[config.mk]
export PLATFORM = sky130hd
export DESIGN_NAME = wpu_top
export DESIGN_NICKNAME = d
export VERILOG_FILES = /design/src/rtl/wpu_pkg.sv /design/src/rtl/wpu_key_match.sv /design/src/rtl/wpu_seq_ctrl.sv /design/src/rtl/wpu_wr_gate.sv /design/src/rtl/wpu_top.sv
export SDC_FILE = /design/constraint.sdc
export NUM_CORES = 1
export LEC_CHECK = 0
export CAP_MARGIN = 20
export CORE_UTILIZATION = 34
export DETAILED_ROUTE_END_ITERATION = 6
export PLACE_DENSITY = 0.88
export SYNTH_ARGS = -nofsm -noshare
export SYNTH_HDL_FRONTEND = slang
export SYNTH_SLANG_ARGS = --single-unit
[constraint.sdc]
create_clock -name clk -period 3 [get_ports clk]
set_input_delay 0.9 -clock clk [delete_from_list [all_inputs] [get_ports clk]]
set_output_delay 0.9 -clock clk [all_outputs]
set_load 0.02 [all_outputs]
[src/rtl/wpu_pkg.sv]
package wpu_pkg;
  localparam int NUM_KEYS  = 7;
  localparam int KEY_BASE  = 4;
  localparam int KEY_PITCH = 4;
  localparam int KEY_LAST  = KEY_BASE + KEY_PITCH * (NUM_KEYS - 1);
  localparam int CTRL_OFS  = 32'h20;
  localparam int DBNC_OFS  = 32'h2C;
  localparam int DBNC_W    = 3;
  localparam int STEP_W    = $clog2(NUM_KEYS + 1);

  // Byte offset of key lane idx
  function automatic int key_offset(input int idx);
    return KEY_BASE + KEY_PITCH * idx;
  endfunction

  // Key byte expected at lane idx
  function automatic logic [7:0] key_byte(input int idx);
    case (idx)
      0: return 8'hC6;
      1: return 8'h9A;
      2: return 8'h59;
      3: return 8'hA3;
      4: return 8'h57;
      5: return 8'h67;
      6: return 8'hD2;
      default: return 8'h00;
    endcase
  endfunction
endpackage

[src/rtl/wpu_key_match.sv]
module wpu_key_match
  import wpu_pkg::*;
#(
  parameter int ADDR_W = 8,
  parameter int DATA_W = 32
) (
  input  logic [ADDR_W-1:0] addr,
  input  logic [DATA_W-1:0] wdata,
  input  logic [STEP_W-1:0] exp_step,
  output logic              in_window,
  output logic              step_hit,
  output logic              first_hit
);
  logic [NUM_KEYS-1:0] lane_hit;

  generate
    for (genvar i = 0; i < NUM_KEYS; i++) begin : g_lane
      assign lane_hit[i] = (addr == ADDR_W'(key_offset(i))) &&
                           (wdata == DATA_W'(key_byte(i)));
    end
  endgenerate

  assign in_window = (addr >= ADDR_W'(KEY_BASE)) && (addr <= ADDR_W'(KEY_LAST));
  assign first_hit = lane_hit[0];

  always_comb begin
    step_hit = 1'b0;
    for (int i = 0; i < NUM_KEYS; i++) begin
      if (exp_step == STEP_W'(i)) step_hit = lane_hit[i];
    end
  end
endmodule

[src/rtl/wpu_seq_ctrl.sv]
module wpu_seq_ctrl
  import wpu_pkg::*;
(
  input  logic              clk,
  input  logic              rst_n,
  input  logic              wr_fire,
  input  logic              in_window,
  input  logic              step_hit,
  input  logic              first_hit,
  output logic [STEP_W-1:0] step_q,
  output logic              unlocked_q
);
  logic [STEP_W-1:0] step_d;
  logic              unlocked_d;
  logic              key_cycle;

  assign key_cycle = wr_fire && in_window && !unlocked_q;

  always_comb begin
    step_d     = step_q;
    unlocked_d = unlocked_q;
    if (key_cycle) begin
      if (step_hit) begin
        step_d = step_q + STEP_W'(1);
        if (step_q == STEP_W'(NUM_KEYS - 1)) unlocked_d = 1'b1;
      end else if (first_hit) begin
        step_d = STEP_W'(1);
      end else begin
        step_d = '0;
      end
    end
  end

  always_ff @(posedge clk) begin
    if (!rst_n) begin
      step_q     <= '0;
      unlocked_q <= 1'b0;
    end else begin
      step_q     <= step_d;
      unlocked_q <= unlocked_d;
    end
  end
endmodule

[src/rtl/wpu_wr_gate.sv]
module wpu_wr_gate
  import wpu_pkg::*;
#(
  parameter int ADDR_W = 8,
  parameter int DATA_W = 32
) (
  input  logic              wr_fire,
  input  logic              unlocked,
  input  logic [ADDR_W-1:0] addr,
  input  logic [DATA_W-1:0] wdata,
  output logic [1:0]        prot_we,
  output logic [DBNC_W-1:0] dbnc_field
);
  assign prot_we[0] = wr_fire && unlocked && (addr == ADDR_W'(CTRL_OFS));
  assign prot_we[1] = wr_fire && unlocked && (addr == ADDR_W'(DBNC_OFS));
  assign dbnc_field = prot_we[1] ? wdata[DBNC_W-1:0] : '0;
endmodule

[src/rtl/wpu_top.sv]
module wpu_top
  import wpu_pkg::*;
#(
  parameter int ADDR_W = 8,
  parameter int DATA_W = 32
) (
  input  logic              clk,
  input  logic              rst_n,
  input  logic              bus_valid,
  input  logic              bus_write,
  input  logic [ADDR_W-1:0] bus_addr,
  input  logic [DATA_W-1:0] bus_wdata,
  output logic              unlocked,
  output logic [STEP_W-1:0] step_idx,
  output logic [1:0]        prot_we,
  output logic [DBNC_W-1:0] dbnc_field
);
  logic wr_fire;
  logic in_window;
  logic step_hit;
  logic first_hit;

  assign wr_fire = bus_valid && bus_write;

  wpu_key_match #(.ADDR_W(ADDR_W), .DATA_W(DATA_W)) u_match (
    .addr      (bus_addr),
    .wdata     (bus_wdata),
    .exp_step  (step_idx),
    .in_window (in_window),
    .step_hit  (step_hit),
    .first_hit (first_hit)
  );

  wpu_seq_ctrl u_seq (
    .clk        (clk),
    .rst_n      (rst_n),
    .wr_fire    (wr_fire),
    .in_window  (in_window),
    .step_hit   (step_hit),
    .first_hit  (first_hit),
    .step_q     (step_idx),
    .unlocked_q (unlocked)
  );

  wpu_wr_gate #(.ADDR_W(ADDR_W), .DATA_W(DATA_W)) u_gate (
    .wr_fire    (wr_fire),
    .unlocked   (unlocked),
    .addr       (bus_addr),
    .wdata      (bus_wdata),
    .prot_we    (prot_we),
    .dbnc_field (dbnc_field)
  );
endmodule

Word level (Yosys, flattened, before mapping)
Index checks and enable logic that the tools add are counted.
{"block": "word_totals", "reg_bits": 4, "input_bits": 44, "output_inout_bits": 9}
{"block": "classes", "n_addsub": 1, "n_lt_le_gt_ge": 2, "n_eq_ne": 22, "n_mux": 10, "n_reduce_logical": 17}
{"operator": "32-bit by 8-bit equality test with 1-bit output (second input constant)", "n": 4}
{"operator": "32-bit by 7-bit equality test with 1-bit output (second input constant)", "n": 3}
{"operator": "8-bit by 5-bit equality test with 1-bit output (second input constant)", "n": 4}
{"operator": "8-bit by 4-bit equality test with 1-bit output (second input constant)", "n": 2}
{"operator": "8-bit by 6-bit equality test with 1-bit output (second input constant)", "n": 2}
{"operator": "1-bit logical AND", "n": 14}
{"operator": "3-bit equality test (second input constant)", "n": 3}
{"operator": "8-bit by 3-bit equality test with 1-bit output (second input constant)", "n": 1}
{"operator": "8-bit by 3-bit greater-or-equal comparator with 1-bit output (second input constant)", "n": 1}
{"operator": "8-bit by 5-bit less-or-equal comparator with 1-bit output (second input constant)", "n": 1}
{"operator": "1-bit 2-to-1 mux", "n": 8}
{"operator": "3-bit by 2-bit equality test with 1-bit output (second input constant)", "n": 2}
{"operator": "3-bit 2-to-1 mux", "n": 2}
{"operator": "3-bit by 1-bit adder with 3-bit output (second input constant)", "n": 1}
{"operator": "3-bit by 1-bit equality test with 1-bit output (second input constant)", "n": 1}
{"operator": "3-bit logical NOT", "n": 1}
{"operator": "3-bit AND reduction", "n": 1}
{"operator": "1-bit logical NOT", "n": 1}

Longest topological paths before layout
{"block": "depth", "ltp_word": 10, "depth_mapped": 8, "depth_no_buf": 8}

Hierarchy
A second synthesis with hierarchy kept.
{"block": "hier_totals", "hier_cells": 92, "hier_area_um2": 675.6}
{"mod": "wpu_key_match", "n_inst": 1, "cells_per_inst": 58, "area_per_inst_um2": 385.4, "seq_area_each_um2": 0.0}
{"mod": "wpu_seq_ctrl", "n_inst": 1, "cells_per_inst": 22, "area_per_inst_um2": 212.7, "seq_area_each_um2": 80.1}
{"mod": "wpu_wr_gate", "n_inst": 1, "cells_per_inst": 11, "area_per_inst_um2": 71.3, "seq_area_each_um2": 0.0}
{"mod": "wpu_top", "n_inst": 1, "cells_per_inst": 1, "area_per_inst_um2": 6.3, "seq_area_each_um2": 0.0}

Least setup slack after synthesis
Ideal clock, no wire load.
{"block": "synth_path", "kind": "in2out", "start": "in bus_addr[6]", "end": "out dbnc_field[0]", "t_arrival_ns": 1.951, "slack_ns": 0.149, "cell_stages": 4, "n_path_buf": 0, "cell_sequence": "nor3_1 nand4b_1 nor2_1 and2_1"}
{"block": "synth_between", "elab_chain_cells": 3}
{"item": "start: declaration", "line_no": "wpu_top.sv:11", "source": "input logic [ADDR_W-1:0] bus_addr,"}
{"item": "8-bit by 6-bit equality test with 1-bit output", "line_no": "wpu_wr_gate.sv:15", "source": "assign prot_we[1] = wr_fire && unlocked && (addr == ADDR_W'(DBNC_OFS));"}
{"item": "1-bit logical AND", "line_no": "wpu_wr_gate.sv:15"}
{"item": "via prot_we[1]", "line_no": "wpu_top.sv:15", "source": "output logic [1:0] prot_we,"}
{"item": "3-bit 2-to-1 mux", "line_no": "wpu_wr_gate.sv:16", "source": "assign dbnc_field = prot_we[1] ? wdata[DBNC_W-1:0] : '0;"}
{"item": "end: declaration", "line_no": "wpu_top.sv:16", "source": "output logic [DBNC_W-1:0] dbnc_field"}
The timed path passes the listed nets, and every way through them passes these cells.

Worst setup path in the final report
{"block": "layout_path", "start": "in bus_wdata[5]", "end": "reg u_seq.step_q[0]"}
{"block": "layout_between", "elab_chain_cells": 10, "elab_cells_between_ends": 23}
{"item": "start: declaration", "line_no": "wpu_top.sv:12", "source": "input logic [DATA_W-1:0] bus_wdata,"}
{"item": "32-bit by 8-bit equality test with 1-bit output", "line_no": "wpu_key_match.sv:19", "source": "(wdata == DATA_W'(key_byte(i)));"}
{"item": "1-bit logical AND", "line_no": "wpu_key_match.sv:18", "source": "assign lane_hit[i] = (addr == ADDR_W'(key_offset(i))) &&"}
{"item": "1-bit 2-to-1 mux (7 in series)", "line_no": "wpu_key_match.sv:29", "source": "if (exp_step == STEP_W'(i)) step_hit = lane_hit[i];"}
{"item": "3-bit 2-to-1 mux *", "line_no": "wpu_seq_ctrl.sv:23", "source": "if (step_hit) begin"}
{"item": "end signal: assignment", "line_no": "wpu_seq_ctrl.sv:39", "source": "step_q <= step_d;"}
{"item": "end: declaration", "line_no": "wpu_seq_ctrl.sv:10", "source": "output logic [STEP_W-1:0] step_q,"}
Mark *: on every way between the ends. The rest lies on a longest branch, timed or not.
A chain may end at the register's enable or synchronous reset.

==> metrics.md <==
| Metric | Value |
|---|---|
| Routed wl met3 | `324 um` |
| CTS H-tree depth | `1` |
| Slew margin rel. | `0.651` |
| Synthesized cell area | `727 um^2` |
| Worst Setup End Kind | `register` |
| Cells after synthesis | `96` |
| Worst path max stage delay | `0.56 ns` |
| CTS tree | `built` |
| First-pass GRT wire length | `4.32 mm` |
| Critical path, cell by cell | `clkdlybuf4s50_1 -> or4b_4 -> or4b_4 -> o41ai_2 -> a211o_2 -> a2111oi_0 -> nor3_1` |
| Tot GR Track Use | `0.262` |
| Reg2reg start | `u_seq.step_q[0]` |
| Worst slew pin tran | `0.516 ns` |
| Final WL | `3.00 mm` |
| Max Used Layer | `met4` |
| Fmax | `338 MHz` |
| CP max-delay cell | `or4b_4` |
| Max-slew violations | `0` |
| Req. time, crit path | `3.14 ns` |
| Post-synth top area share | `0.110` |
| TritonCTS buffer count | `3` |
| Fin. Hold Viols | `0` |
| Final RePlAce weighted congestion | `0.859` |
| Die ar. | `2330 um^2` |
| Worst Setup EP | `u_seq.step_q[0]` |
| Async S/R FF share, synth | `0` |
| Initial antenna violation count | `0` |
| Synth Warn # | `0` |
| Crit-path leading delay family | `simple AND/OR/NAND/NOR gates` |
| Hold Path Class | `reg -> reg` |
| Max Cap Violations | `0` |
| GRT overflow | `0` |
| Vias | `1179` |
| RSZ-0062 raised after global routing | `yes` |
| Die H | `48.2 um` |
| DP Wirelength | `2.42 mm` |
| Die W | `48.2 um` |
| Flops & latches, synth | `4` |
| Post-route cell area | `1460 um^2` |
| Largest net degree at the start of global routing | `9` |
| Clock tree buffer depth | `2` |
| Placeable Area | `1980 um^2` |
| Clock Pin Slew Worst Setup and Hold Paths | `0.04 ns` |
| Main synth FF type | `dfxtp_1` |
| Final setup viols | `0` |
| Seq/Total Area, Yosys | `0.110` |
| Cell Pwr Density | `150 nW/um^2` |
| Status | `completed` |
| Drt via density | `6.02` |
| N_diodes | `0` |
| Initial core utilization | `0.367` |
| Top-count cell post-synth | `nor4_1` |
| Reg2Reg Depth | `7` |
| DR WL met2 | `1.55 mm` |
| Share of cells above drive strength 1 | `0.213` |
| Tot Pwr | `0.000219 W` |
| Synth cell count leaders | `nor4_1, nand4_1, nor4bb_1` |
| Worst path bufs/invs | `1` |
| Port Buffer Count | `52` |
| Maximum vdd ir drop | `0.264 mV` |
| Placed standard-cell area | `1410 um^2` |
| Area grow syn2layout | `101%` |
| Final period util | `0.986` |
| Fin Clk Skew | `0.000848 ns` |
| Drt first pass iters | `4` |
| Reg2reg setup slack | `0.79 ns` |
| Fin nets | `220` |
| # hold bufs at CTS | `0` |
| Clk Latency, worst-skew pair | `0.23 ns` |
| Most frequent CP cell | `or4b_4` |
| Vias in the first global route | `1105` |
| DR WL/cell | `15.3 um` |
| Post-synth top area cell | `dfxtp_1` |
| Leakage | `0.541 nW` |
| Distinct cells, synth | `32` |
| CTS Root Cell | `clkbuf_4` |
| DRC errors left | `0` |
| CTS Sinks | `4` |
| FILL cells | `145` |
| Worst setup SP type | `input port` |
| Post-synth EDFFs | `0` |
| CP startpoint | `bus_wdata[5]` |
| I/O pin count | `53` |
| Met1 Wirelength | `1.07 mm` |
| R2r endpoint | `u_seq.step_q[0]` |
| WP depth | `7` |
| Row cnt | `16` |
| Crit Path Class | `in -> reg` |
| Critical path arrival | `3.10 ns` |
| Syn_nets | `145` |
| Min Clock Period, post-route | `2.96 ns` |
| Critical path fanouts, max | `3` |
| Main area contributors after synthesis | `dfxtp_1, nor4_1, ha_1, nor4bb_1, nand4_1` |
| Mean Syn Cell Area | `7.57 um^2` |
| DRT iter0 DRCs | `49` |
| Post-DRT Antenna Nets | `0` |
worst min path at each step:
| stage | slack, ns | from | cells past startpoint | end |
|---|---|---|---|---|
| after CTS | 0.53 | u_seq.step_q[1] | 2 | u_seq.step_q[1] |
| after floorplan | 0.59 | u_seq.step_q[1] | 2 | u_seq.step_q[1] |
| final | 0.53 | u_seq.step_q[1] | 2 | u_seq.step_q[1] |
| after global placement | 0.52 | u_seq.step_q[1] | 2 | u_seq.step_q[1] |
| after global routing | 0.57 | u_seq.step_q[1] | 2 | u_seq.step_q[1] |
| after detailed placement | 0.53 | u_seq.step_q[1] | 2 | u_seq.step_q[1] |
where the power goes:
part	total, W	internal (W)	switching (W)
Sequential	0.0000535	0.0000535	0.00000000000000000142
Clock	0.0000638	0.0000446	0.0000192
Combinational	0.000101	0.0000677	0.0000337
Total	0.000219	0.000166	0.0000529
layer usage:
layer  up-vias  GRT usage
met1       527      0.266
met3         8     0.0333
met4         0     0.0944
met5         -          0
li1        555          -
met2        89      0.531
per-stage QoR:
step / cells / util / TNS, ns / setup slack [ns] / hold slack [ns]
after floorplan: 96 / - / 0 / 0.149 / 0.587
after global placement: 192 / 0.713 / -3.34 / -0.539 / 0.515
after detailed placement: 192 / 0.713 / -4.10 / -0.665 / 0.529
after CTS: 196 / 0.734 / 0 / 0.00523 / 0.534
after global routing: 196 / 0.737 / -0.0241 / -0.0174 / 0.570
final: 196 / 0.737 / 0 / 0.0415 / 0.532
registers in the layout, summed over array words and instances (netlist names):
register / count
u_seq.unlocked_q: 1
u_seq.step_q: 3
worst reg2reg max path: cells and delay by family (launching register included):
kind                     cells  cell delay, ns
flip-flops                   1            0.41
AO/OA/AOI/OAI                4            1.12
buffers and inverters        1            0.13
AND/OR/NAND/NOR              1            0.11
adder cells (fa/ha/maj)      1            0.30
cells in the final DEF (no fill, tap or decap), types with 4 or more instances in the layout:
| cell | n |
|---|---|
| a21oi_1 | 4 |
| buf_4 | 20 |
| clkdlybuf4s50_1 | 39 |
| dfxtp_1 | 4 |
| dlygate4sd2_1 | 7 |
| ha_1 | 5 |
| inv_1 | 5 |
| nand2_1 | 4 |
| nand3_1 | 5 |
| nand4_1 | 6 |
| nor2_1 | 4 |
| nor4_1 | 10 |
| nor4bb_1 | 6 |
kinds of logic after synthesis:
logic type	Yosys count	synth area share
flip-flops	4	0.110
buffers and inverters	6	0.0310
adder cells (fa/ha/maj)	5	0.0861
AO/OA/AOI/OAI	15	0.164
AND/OR/NAND/NOR	66	0.609
what timing repair did:
action                     in CTS  in global routing
pin swaps                       8                  3
buffers inserted                1                  0
setup endpoints to repair       8                  7
cloned                          0                  0
resized for setup              37                  2
cell type report:
| cell class | instances | area, um^2 | share of cell area |
|---|---|---|---|
| Tap cell | 27 | 33.8 | 0.0231 |
| Multi-Input combinational cell | 86 | 653 | 0.447 |
| Clock buffer | 3 | 22.5 | 0.0154 |
| Timing Repair Buffer | 71 | 653 | 0.447 |
| Inverter | 5 | 18.8 | 0.0128 |
| Sequential cell | 4 | 80.1 | 0.0548 |
Note: power is estimated with default switching activity, not from simulation.
